--- config.mk ---
export PLATFORM = sky130hd
export DESIGN_NAME = ptr_ram_addresser
export DESIGN_NICKNAME = d
export VERILOG_FILES = /design/src/rtl/ptr_addr_pkg.sv /design/src/rtl/ptr_regfile.sv /design/src/rtl/ptr_ea.sv /design/src/rtl/fetch_seq.sv /design/src/rtl/ptr_ram_addresser.sv
export SDC_FILE = /design/constraint.sdc
export NUM_CORES = 1
export LEC_CHECK = 0
export BUFFER_PORTS_ARGS = -buffer_cell sky130_fd_sc_hd__buf_2
export CAP_MARGIN = 20
export CORE_MARGIN = 4
export CORE_UTILIZATION = 35
export CTS_BUF_LIST = sky130_fd_sc_hd__clkbuf_16
export DETAILED_ROUTE_END_ITERATION = 6
export SLEW_MARGIN = 15
export SYNTH_ARGS = -nofsm -noshare
export SYNTH_HDL_FRONTEND = slang
export SYNTH_HIERARCHICAL = 1
export SYNTH_SLANG_ARGS = --single-unit
--- constraint.sdc ---
create_clock -name clk -period 2 [get_ports clk]
set_input_delay 0.2 -clock clk [delete_from_list [all_inputs] [get_ports clk]]
set_output_delay 0.2 -clock clk [all_outputs]
set_load 0.005 [all_outputs]
--- src/rtl/ptr_addr_pkg.sv ---
package ptr_addr_pkg;
  typedef enum logic [1:0] {
    AM_DIRECT = 2'd0,
    AM_SINGLE = 2'd1,
    AM_DOUBLE = 2'd2,
    AM_SHORT  = 2'd3
  } amode_e;

  typedef enum logic [1:0] {
    PM_NONE = 2'd0,
    PM_INC  = 2'd1,
    PM_DEC  = 2'd2,
    PM_INCB = 2'd3
  } pmod_e;

  typedef enum logic [1:0] {
    SQ_IDLE   = 2'd0,
    SQ_FIRST  = 2'd1,
    SQ_WAIT   = 2'd2,
    SQ_SECOND = 2'd3
  } seq_e;
endpackage

--- src/rtl/ptr_regfile.sv ---
module ptr_regfile
  import ptr_addr_pkg::*;
#(
  parameter int NPTR  = 8,
  parameter int PTR_W = 8,
  localparam int IDX_W = $clog2(NPTR),
  localparam int BANK_N = NPTR / 2
) (
  input  logic             clk,
  input  logic             rst_n,
  input  logic             ld_en,
  input  logic [IDX_W-1:0] ld_idx,
  input  logic [PTR_W-1:0] ld_val,
  input  logic             mod_en,
  input  logic [IDX_W-1:0] mod_idx,
  input  pmod_e            mod_code,
  input  logic [IDX_W-1:0] rd_idx,
  output logic [PTR_W-1:0] rd_val,
  output logic             err
);
  localparam logic [PTR_W-1:0] ONE = PTR_W'(1);

  logic [PTR_W-1:0] ptr_w [NPTR];

  for (genvar gi = 0; gi < NPTR; gi++) begin : g_ptr
    localparam bit FIXED = ((gi % BANK_N) == (BANK_N - 1));
    if (FIXED) begin : g_fixed
      assign ptr_w[gi] = '0;
    end else begin : g_live
      logic [PTR_W-1:0] q;
      always_ff @(posedge clk) begin
        if (!rst_n) begin
          q <= '0;
        end else if (ld_en && (ld_idx == IDX_W'(gi))) begin
          q <= ld_val;
        end else if (mod_en && (mod_idx == IDX_W'(gi))) begin
          case (mod_code)
            PM_INC, PM_INCB: q <= q + ONE;
            PM_DEC:          q <= q - ONE;
            default:         q <= q;
          endcase
        end
      end
      assign ptr_w[gi] = q;
    end
  end

  assign rd_val = ptr_w[rd_idx];

  always_ff @(posedge clk) begin
    if (!rst_n) err <= 1'b0;
    else if (ld_en && (&ld_idx[IDX_W-2:0])) err <= 1'b1;
  end
endmodule

--- src/rtl/ptr_ea.sv ---
module ptr_ea
  import ptr_addr_pkg::*;
#(
  parameter int NPTR  = 8,
  parameter int PTR_W = 8,
  parameter int OFS_W = 2,
  localparam int IDX_W = $clog2(NPTR)
) (
  input  logic [IDX_W-1:0] idx,
  input  amode_e           mode,
  input  logic [OFS_W-1:0] ofs,
  input  logic [PTR_W-1:0] ptr_val,
  output logic             bank,
  output logic [PTR_W-1:0] addr,
  output logic             mem,
  output logic             dbl
);
  logic fixed;

  always_comb begin
    fixed = &idx[IDX_W-2:0];
    bank  = idx[IDX_W-1];
    dbl   = (mode == AM_DOUBLE);
    if (fixed) begin
      addr = {{(PTR_W-OFS_W){1'b0}}, ofs};
      mem  = 1'b1;
    end else begin
      addr = ptr_val;
      mem  = (mode != AM_DIRECT);
    end
  end
endmodule

--- src/rtl/fetch_seq.sv ---
module fetch_seq
  import ptr_addr_pkg::*;
#(
  parameter int PTR_W = 8
) (
  input  logic             clk,
  input  logic             rst_n,
  input  logic             req_valid,
  output logic             req_ready,
  output logic             accept,
  input  logic             ea_bank,
  input  logic [PTR_W-1:0] ea_addr,
  input  logic             ea_mem,
  input  logic             ea_dbl,
  output logic             acc_valid,
  input  logic             acc_ready,
  output logic             acc_bank,
  output logic [PTR_W-1:0] acc_addr,
  output logic             acc_mem,
  output logic             acc_step,
  input  logic             ram_rvalid,
  input  logic [PTR_W-1:0] ram_rdata,
  output logic             busy
);
  seq_e st;

  assign req_ready = (st == SQ_IDLE) && (!acc_valid || acc_ready);
  assign accept    = req_valid && req_ready;
  assign busy      = (st != SQ_IDLE);

  always_ff @(posedge clk) begin
    if (!rst_n) begin
      st        <= SQ_IDLE;
      acc_valid <= 1'b0;
      acc_bank  <= 1'b0;
      acc_addr  <= '0;
      acc_mem   <= 1'b0;
      acc_step  <= 1'b0;
    end else begin
      case (st)
        SQ_IDLE: begin
          if (accept) begin
            acc_valid <= 1'b1;
            acc_bank  <= ea_bank;
            acc_addr  <= ea_addr;
            acc_mem   <= ea_mem | ea_dbl;
            acc_step  <= 1'b0;
            st        <= ea_dbl ? SQ_FIRST : SQ_IDLE;
          end else if (acc_valid && acc_ready) begin
            acc_valid <= 1'b0;
          end
        end
        SQ_FIRST: begin
          if (acc_ready) begin
            acc_valid <= 1'b0;
            st        <= SQ_WAIT;
          end
        end
        SQ_WAIT: begin
          if (ram_rvalid) begin
            acc_valid <= 1'b1;
            acc_addr  <= ram_rdata;
            acc_mem   <= 1'b1;
            acc_step  <= 1'b1;
            st        <= SQ_SECOND;
          end
        end
        default: begin
          if (acc_ready) begin
            acc_valid <= 1'b0;
            acc_step  <= 1'b0;
            st        <= SQ_IDLE;
          end
        end
      endcase
    end
  end
endmodule

--- src/rtl/ptr_ram_addresser.sv ---
module ptr_ram_addresser
  import ptr_addr_pkg::*;
#(
  parameter int NPTR  = 8,
  parameter int PTR_W = 8,
  parameter int OFS_W = 2,
  localparam int IDX_W = $clog2(NPTR)
) (
  input  logic             clk,
  input  logic             rst_n,
  input  logic             req_valid,
  output logic             req_ready,
  input  logic [IDX_W-1:0] req_ptr,
  input  logic [1:0]       req_mode,
  input  logic [1:0]       req_mod,
  input  logic [OFS_W-1:0] req_ofs,
  input  logic             ld_en,
  input  logic [IDX_W-1:0] ld_ptr,
  input  logic [PTR_W-1:0] ld_val,
  output logic             acc_valid,
  input  logic             acc_ready,
  output logic             acc_bank,
  output logic [PTR_W-1:0] acc_addr,
  output logic             acc_mem,
  output logic             acc_step,
  input  logic             ram_rvalid,
  input  logic [PTR_W-1:0] ram_rdata,
  output logic             busy,
  output logic             err
);
  logic [PTR_W-1:0] ptr_val;
  logic             ea_bank, ea_mem, ea_dbl, accept;
  logic [PTR_W-1:0] ea_addr;

  ptr_regfile #(.NPTR(NPTR), .PTR_W(PTR_W)) u_regs (
    .clk(clk), .rst_n(rst_n),
    .ld_en(ld_en), .ld_idx(ld_ptr), .ld_val(ld_val),
    .mod_en(accept), .mod_idx(req_ptr), .mod_code(pmod_e'(req_mod)),
    .rd_idx(req_ptr), .rd_val(ptr_val), .err(err)
  );

  ptr_ea #(.NPTR(NPTR), .PTR_W(PTR_W), .OFS_W(OFS_W)) u_ea (
    .idx(req_ptr), .mode(amode_e'(req_mode)), .ofs(req_ofs),
    .ptr_val(ptr_val), .bank(ea_bank), .addr(ea_addr),
    .mem(ea_mem), .dbl(ea_dbl)
  );

  fetch_seq #(.PTR_W(PTR_W)) u_seq (
    .clk(clk), .rst_n(rst_n),
    .req_valid(req_valid), .req_ready(req_ready), .accept(accept),
    .ea_bank(ea_bank), .ea_addr(ea_addr), .ea_mem(ea_mem), .ea_dbl(ea_dbl),
    .acc_valid(acc_valid), .acc_ready(acc_ready), .acc_bank(acc_bank),
    .acc_addr(acc_addr), .acc_mem(acc_mem), .acc_step(acc_step),
    .ram_rvalid(ram_rvalid), .ram_rdata(ram_rdata), .busy(busy)
  );
endmodule

==> results of run 1 <==
==> metal layers <==
layer | track usage (%) | part of all wire [%]
met5 | 0 | 0
met4 | 5.24 | 1.3
met3 | 4.43 | 7.1
met2 | 30.1 | 45
met1 | 26.5 | 47
==> cell families (layout without fill, tap and decap cells) <==
family,after synthesis,count (layout),synth area share [%]
simple gates,209,209,26.0
fa+ha+maj,9,9,2.52
flops,63,63,28.2
compound gates,148,148,21.6
mux,25,25,8.05
xor+xnor,41,41,8.03
buf+inv,60,120,5.68
==> worst register-to-register path, cell delays in order (launching register included) <==
cell and delay (ns):
dfxtp_2 0.33, inv_2 0.06, ha_2 0.17, nand3_2 0.09, inv_4 0.09, nand2b_4 0.07
or3_4 0.37, or3_1 0.35, a311oi_1 0.26
==> registers in the layout, indices dropped and copies added, names as in the netlist <==
register,cells
u_seq/acc_bank,1
u_regs/err,1
u_seq/acc_mem,1
u_seq/st,2
u_seq/acc_valid,1
u_seq/acc_step,1
u_seq/acc_addr,8
u_regs/g_ptr.g_live.q,48
==> cell usage in the layout, fill, tap and decap left out, types with 9 or more instances in the layout <==
| cell type | Yosys | final |
|---|---|---|
| nand2_1 | 33 | 32 |
| o21ai_1 | 14 | 14 |
| a21oi_1 | 35 | 35 |
| buf_4 | 3 | 38 |
| dfxtp_1 | 63 | 61 |
| o21ai_0 | 30 | 30 |
| nor3_1 | 18 | 17 |
| nor2_1 | 46 | 46 |
| nor4_1 | 10 | 9 |
| or3_1 | 26 | 22 |
| a211oi_1 | 21 | 20 |
| clkbuf_16 | 0 | 9 |
| nand3_1 | 12 | 12 |
| xor2_1 | 17 | 17 |
| xnor2_1 | 24 | 24 |
| nand4_1 | 9 | 9 |
| mux2i_1 | 15 | 15 |
| buf_2 | 8 | 48 |
| inv_1 | 16 | 14 |
==> through the flow <==
step	total power, mW	hold slack (ns)	utilization [%]
after CTS	3.66	0.156	42.4
after global placement	2.29	0.476	40.3
after floorplan	1.99	0.328	-
after detailed placement	2.31	0.499	40.3
final	3.65	0.162	43.0
after global routing	3.85	0.164	43.0
==> power by group through the flow <==
stage          logic, mW  registers [mW]  clock network (mW)
5_1_grt            0.949            1.47                1.43
2_1_floorplan      0.547            1.45                   0
3_3_place_gp       0.816            1.47                   0
4_1_cts            0.838            1.45                1.37
6_report           0.861            1.46                1.33
3_5_place_dp       0.829            1.48                   0
==> area by class of cell <==
| class | count | area, sq um |
|---|---|---|
| clock buffers | 9 | 225 |
| clock inverters | 4 | 17.5 |
| fillers | 1258 | 7170 |
| inverters | 18 | 70.1 |
| multi-input cells | 432 | 3030 |
| flip-flops and latches | 63 | 1260 |
| well taps | 172 | 215 |
| repair buffers | 89 | 577 |
==> final timing paths <==
kind,from,to,slack (ns),cells after the start
worst max-delay path,u_seq/st[0],u_regs/g_ptr[1].g_live.q[4],0.11,8
worst min register to register,u_seq/st[0],u_seq/st[0],0.49,2
worst min-delay path,ld_ptr[1],u_regs/err,0.16,3
worst max register to register,u_seq/st[0],u_regs/g_ptr[1].g_live.q[4],0.11,8
==> timing repair <==
action | CTS | global route
gates resized for setup | 3 | 18
hold buffers | 0 | 0
pin swaps | 0 | 2
buffers inserted | 0 | 1
setup endpoints to repair | 8 | 27
==> results.yml, run 1 <==
critical_path:
  worst-path-buf-inv: 2
  cp_max_fo: 4
  crit_chain: "inv_2, ha_2, nand3_2, inv_4, nand2b_4, or3_4, or3_1, a311oi_1"
  setup.worst_path.class: "register to register"
  crit_path_start_kind: "register"
  end_kind: "register"
  crit_family: "simple AND/OR/NAND/NOR gates"
  critical_path_required_ns: 2.24
  arrival_ns: 2.13
  slowest_delay_ns: 0.37
  cp_slowest_cell: "or3_4"
pwr:
  seqPwrFrac_pct: 39.9
  vdd_drop_max_mv: 0.422
  p_clk_share_pct: 36.5
  switching_power_mw: 1.09
  p_leak_nw: 2.02
  power-per-cell-area_mw_per_mm2: 676
  combPwrFrac_pct: 23.6
  p_int_mw: 2.56
  switching_share_pct: 29.8
layout:
  postLayoutCellArea_sq_mm: 0.00540
  layoutNonFillerInstCount: 787
  drive_gt1_share_pct: 24.6
  nNetsFinal: 656
  antenna_cells: 0
  synthToLayoutAreaGrowth_pct: 20.7
route:
  via_count: 4542
  wl_per_cell_microns: 17.4
  drt_first_pass_iters: 5
  ant_nets: 0
  drt_iter0_drc: 451
  drc: 0
  drt-vias-per-instance: 5.77
  totalWireLength_microns: 13700
synthesis:
  post-synth-top-count-cell: "dfxtp_1"
  synth_edf_count: 0
  synthesis.area_sq_mm: 0.00447
  synthFlopType: "dfxtp_1"
  syn_area_per_cell_sq_um: 8.06
  synth_area_leaders: "dfxtp_1, xnor2_1, mux4_2"
  synth_area_leader_cell: "dfxtp_1"
  synth_cell_type_count: 64
  ys.warnings.count: 6
  synth-async-reset-ratio_pct: 0
  yosys_register_bits: 63
  synthTopCellsByCount: "dfxtp_1, nor2_1, a21oi_1"
  synthCells: 555
  yosysSeqAreaShare_pct: 28.2
  syn_nets: 598
  synth_top_area_share_pct: 28.2
timing:
  worst-slew-pin-transition_ns: 0.611
  final.period_utilization_pct: 94.6
  clock.fmax_mhz: 528
  setup_viol: 0
  slew_headroom_pct: 58.8
  fin_ws_ns: 0.107
  rsz0062_at_grt: "false"
  fin_crit_ns: 1.89
  hold_viol_final: 0
  slew_viol_final: 0
  fin_skew_ns: 0.00833
  tns_ns: 0
floorplan:
  die_h_microns: 121
  io_pins: 49
  num_rows: 41
  dieWidth_microns: 121
  initial_utilization_pct: 35.6
  core_area_sq_mm: 0.0126
  die-area_sq_mm: 0.0147
cts:
  cts.htree.levels: 3
  cts_buffers: 9
  cts.clk_slew.worst_paths_ns: 0.05
  cts_root_buffer: "clkbuf_16"
  cts_tree: "yes"
  clkLatencyLatePin_ns: 0.33
  cts.sinks: 63
  clockBufferDepth: 2
global_route:
  antenna_found_initial: 0
  grt_pass1_wl_microns: 22300
  grt_pass1_vias: 4313
  overflow: 0
  grt_max_degree: 28
  grt_util_all_layers_pct: 19.2
run:
  maxCapViolCount: 0
placed_design:
  portBuffers: 48
  dp_slack_ns: -0.0385
  hpwl_microns: 10100
  dp.cells: 773
  dpl_cell_area_sq_mm: 0.00507
  gp_congestion: 0.931
status:
  status: "finished, final reports clean"
worst_hold_path:
  min_path_type: "primary input to register"
(Power assumes the default switching activity.)
==> run 2, diff against run 1 <==
Settings changed: BUFFER_PORTS_ARGS -buffer_cell sky130_fd_sc_hd__buf_2 to -buffer_cell sky130_fd_sc_hd__clkbuf_2.
==> run 2 against run 1 <==
Clock power rose by 14%. Sequential power about the same. Sequential cell count unchanged. Design area rose by 1.9%. Total power rose by 5.2%. Worst setup slack lost 0.0081 ns. Combinational power rose by 2%. Clock skew is 0.0023 ns lower. Clock-buffer cell count is the same.
==> results.yml, run 2 (synthesized netlist as in run 1, its figures left out) <==
route:
  drt-vias-per-instance: 5.74
  drt_first_pass_iters: 5
  wl_per_cell_microns: 17.8
  totalWireLength_microns: 14200
  drc: 0
  drt_iter0_drc: 326
  ant_nets: 0
  via_count: 4568
placed_design:
  gp_congestion: 0.855
  dpl_cell_area_sq_mm: 0.00512
  portBuffers: 48
  hpwl_microns: 10300
  dp_slack_ns: -0.0570
critical_path:
  crit_start: "u_seq/st[0]"
  r2r_setup_slack_ns: 0.1
  critical_path_required_ns: 2.25
  r2r-end: "u_regs/g_ptr[6].g_live.q[4]"
  critical_path.endpoint: "u_regs/g_ptr[6].g_live.q[4]"
  r2r_cells: 8
  arrival_ns: 2.15
  setup.worst_path.class: "register to register"
  r2r_start: "u_seq/st[0]"
  cp_max_fo: 4
  end_kind: "register"
  crit_path_start_kind: "register"
timing:
  rsz0062_at_grt: "false"
  hold_ws_ns: 0.150
  fin_crit_ns: 1.90
  slew_headroom_pct: 56.8
  fin_skew_ns: 0.00601
  slew_viol_final: 0
  worst-slew-pin-transition_ns: 0.647
  hold_viol_final: 0
  final.period_utilization_pct: 95.0
  fin_ws_ns: 0.0993
  tns_ns: 0
  clock.fmax_mhz: 526
  setup_viol: 0
cts:
  cts.htree.levels: 3
  cts.clk_slew.worst_paths_ns: 0.06
  cts.sinks: 63
  clkLatencyLatePin_ns: 0.34
  cts_hold_buf: 0
  clockBufferDepth: 2
  cts_root_buffer: "clkbuf_16"
  cts_buffers: 9
  cts_tree: "yes"
pwr:
  p_leak_nw: 2.06
  vdd_drop_max_mv: 0.382
  power-per-cell-area_mw_per_mm2: 699
floorplan:
  core_area_sq_mm: 0.0126
  num_rows: 41
  io_pins: 49
  die_h_microns: 121
  dieWidth_microns: 121
  initial_utilization_pct: 35.6
  die-area_sq_mm: 0.0147
global_route:
  antenna_found_initial: 0
  grt_util_all_layers_pct: 19.9
  grt_pass1_wl_microns: 22800
  grt_max_degree: 28
  grt_pass1_vias: 4243
  overflow: 0
layout:
  postLayoutCellArea_sq_mm: 0.00550
  final_common_cell: "dfxtp_1"
  final_cell_mix: "dfxtp_1, clkbuf_2, nor2_1, buf_4, nand2_1"
  largestRegisters: "u_regs/g_ptr.g_live.q: 48 flops, u_seq/acc_addr: 8 flops, u_seq/st: 2 flops"
  drive_gt1_share_pct: 25.8
  largest_reg_flops: 48
  top_register: "u_regs/g_ptr.g_live.q"
  fillers: 1247
  nNetsFinal: 662
  antenna_cells: 0
  synthToLayoutAreaGrowth_pct: 23.0
run:
  maxCapViolCount: 0
status:
  status: "finished, final reports clean"
worst_hold_path:
  min_path_type: "primary input to register"
[run 2: cell count changes in the layout (fill, tap and decap cells not counted), moves of 4 or more]
cell and delta:
a211oi_1 -4, a211oi_2 +4, a21oi_1 -4, a21oi_2 +4
buf_2 -48, buf_4 +6, clkbuf_2 +48
[run 2: metal layers]
metal	global-route usage, %	routed length (microns)	vias to the layer above
met5	0	0	-
met4	5.24	272	0
met3	5.08	1060	20
met2	31.6	6500	170
met1	26.8	6350	2186
li1	-	-	2192
[run 2: layout make-up]
| cell class | count | area [sq um] | share of cell area [%] |
|---|---|---|---|
| clock buffers | 9 | 225 | 4.09 |
| flip-flops and latches | 63 | 1260 | 22.9 |
| repair buffers | 95 | 631 | 11.5 |
| well taps | 172 | 215 | 3.91 |
| clock inverters | 7 | 55.1 | 1.00 |
| inverters | 18 | 67.6 | 1.23 |
| multi-input cells | 432 | 3050 | 55.4 |
[run 2: power by group]
part	internal (mW)	switching [mW]	total, mW
registers	1.35	0.102	1.46
logic	0.415	0.461	0.876
clock network	0.941	0.571	1.51
[run 2: what timing repair did]
action / CTS / global route
setup buffers: 0 / 2
gates resized for setup: 2 / 19
pin swaps: 0 / 4
endpoints found under the setup margin: 6 / 35
[run 2: per-stage QoR]
step,utilization (%),instances,total power [mW]
after floorplan,-,555,1.99
after global placement,40.7,778,2.30
after detailed placement,40.7,778,2.33
after CTS,43.0,794,3.85
after global routing,43.8,796,4.04
final,43.8,796,3.84
[run 2: how the worst min path moves through the flow]
stage                     slack [ns]              to          start  cells past startpoint
after detailed placement        0.49   u_seq/acc_mem  u_seq/acc_mem                      1
after global routing            0.22      u_regs/err      ld_ptr[1]                      3
after CTS                       0.14      u_regs/err      ld_ptr[1]                      3
after global placement          0.48     u_seq/st[0]    u_seq/st[0]                      2
after floorplan                 0.33  u_seq/acc_bank          rst_n                      1
final                           0.15      u_regs/err      ld_ptr[1]                      3
[run 2: worst max-delay path: stages (launching register included)]
cell and delay (ns):
dfxtp_1 0.34, inv_2 0.09, ha_4 0.14, nand3_2 0.08
inv_2 0.09, nand2_2 0.09, or3_4 0.37, or3_1 0.36
a311oi_1 0.25
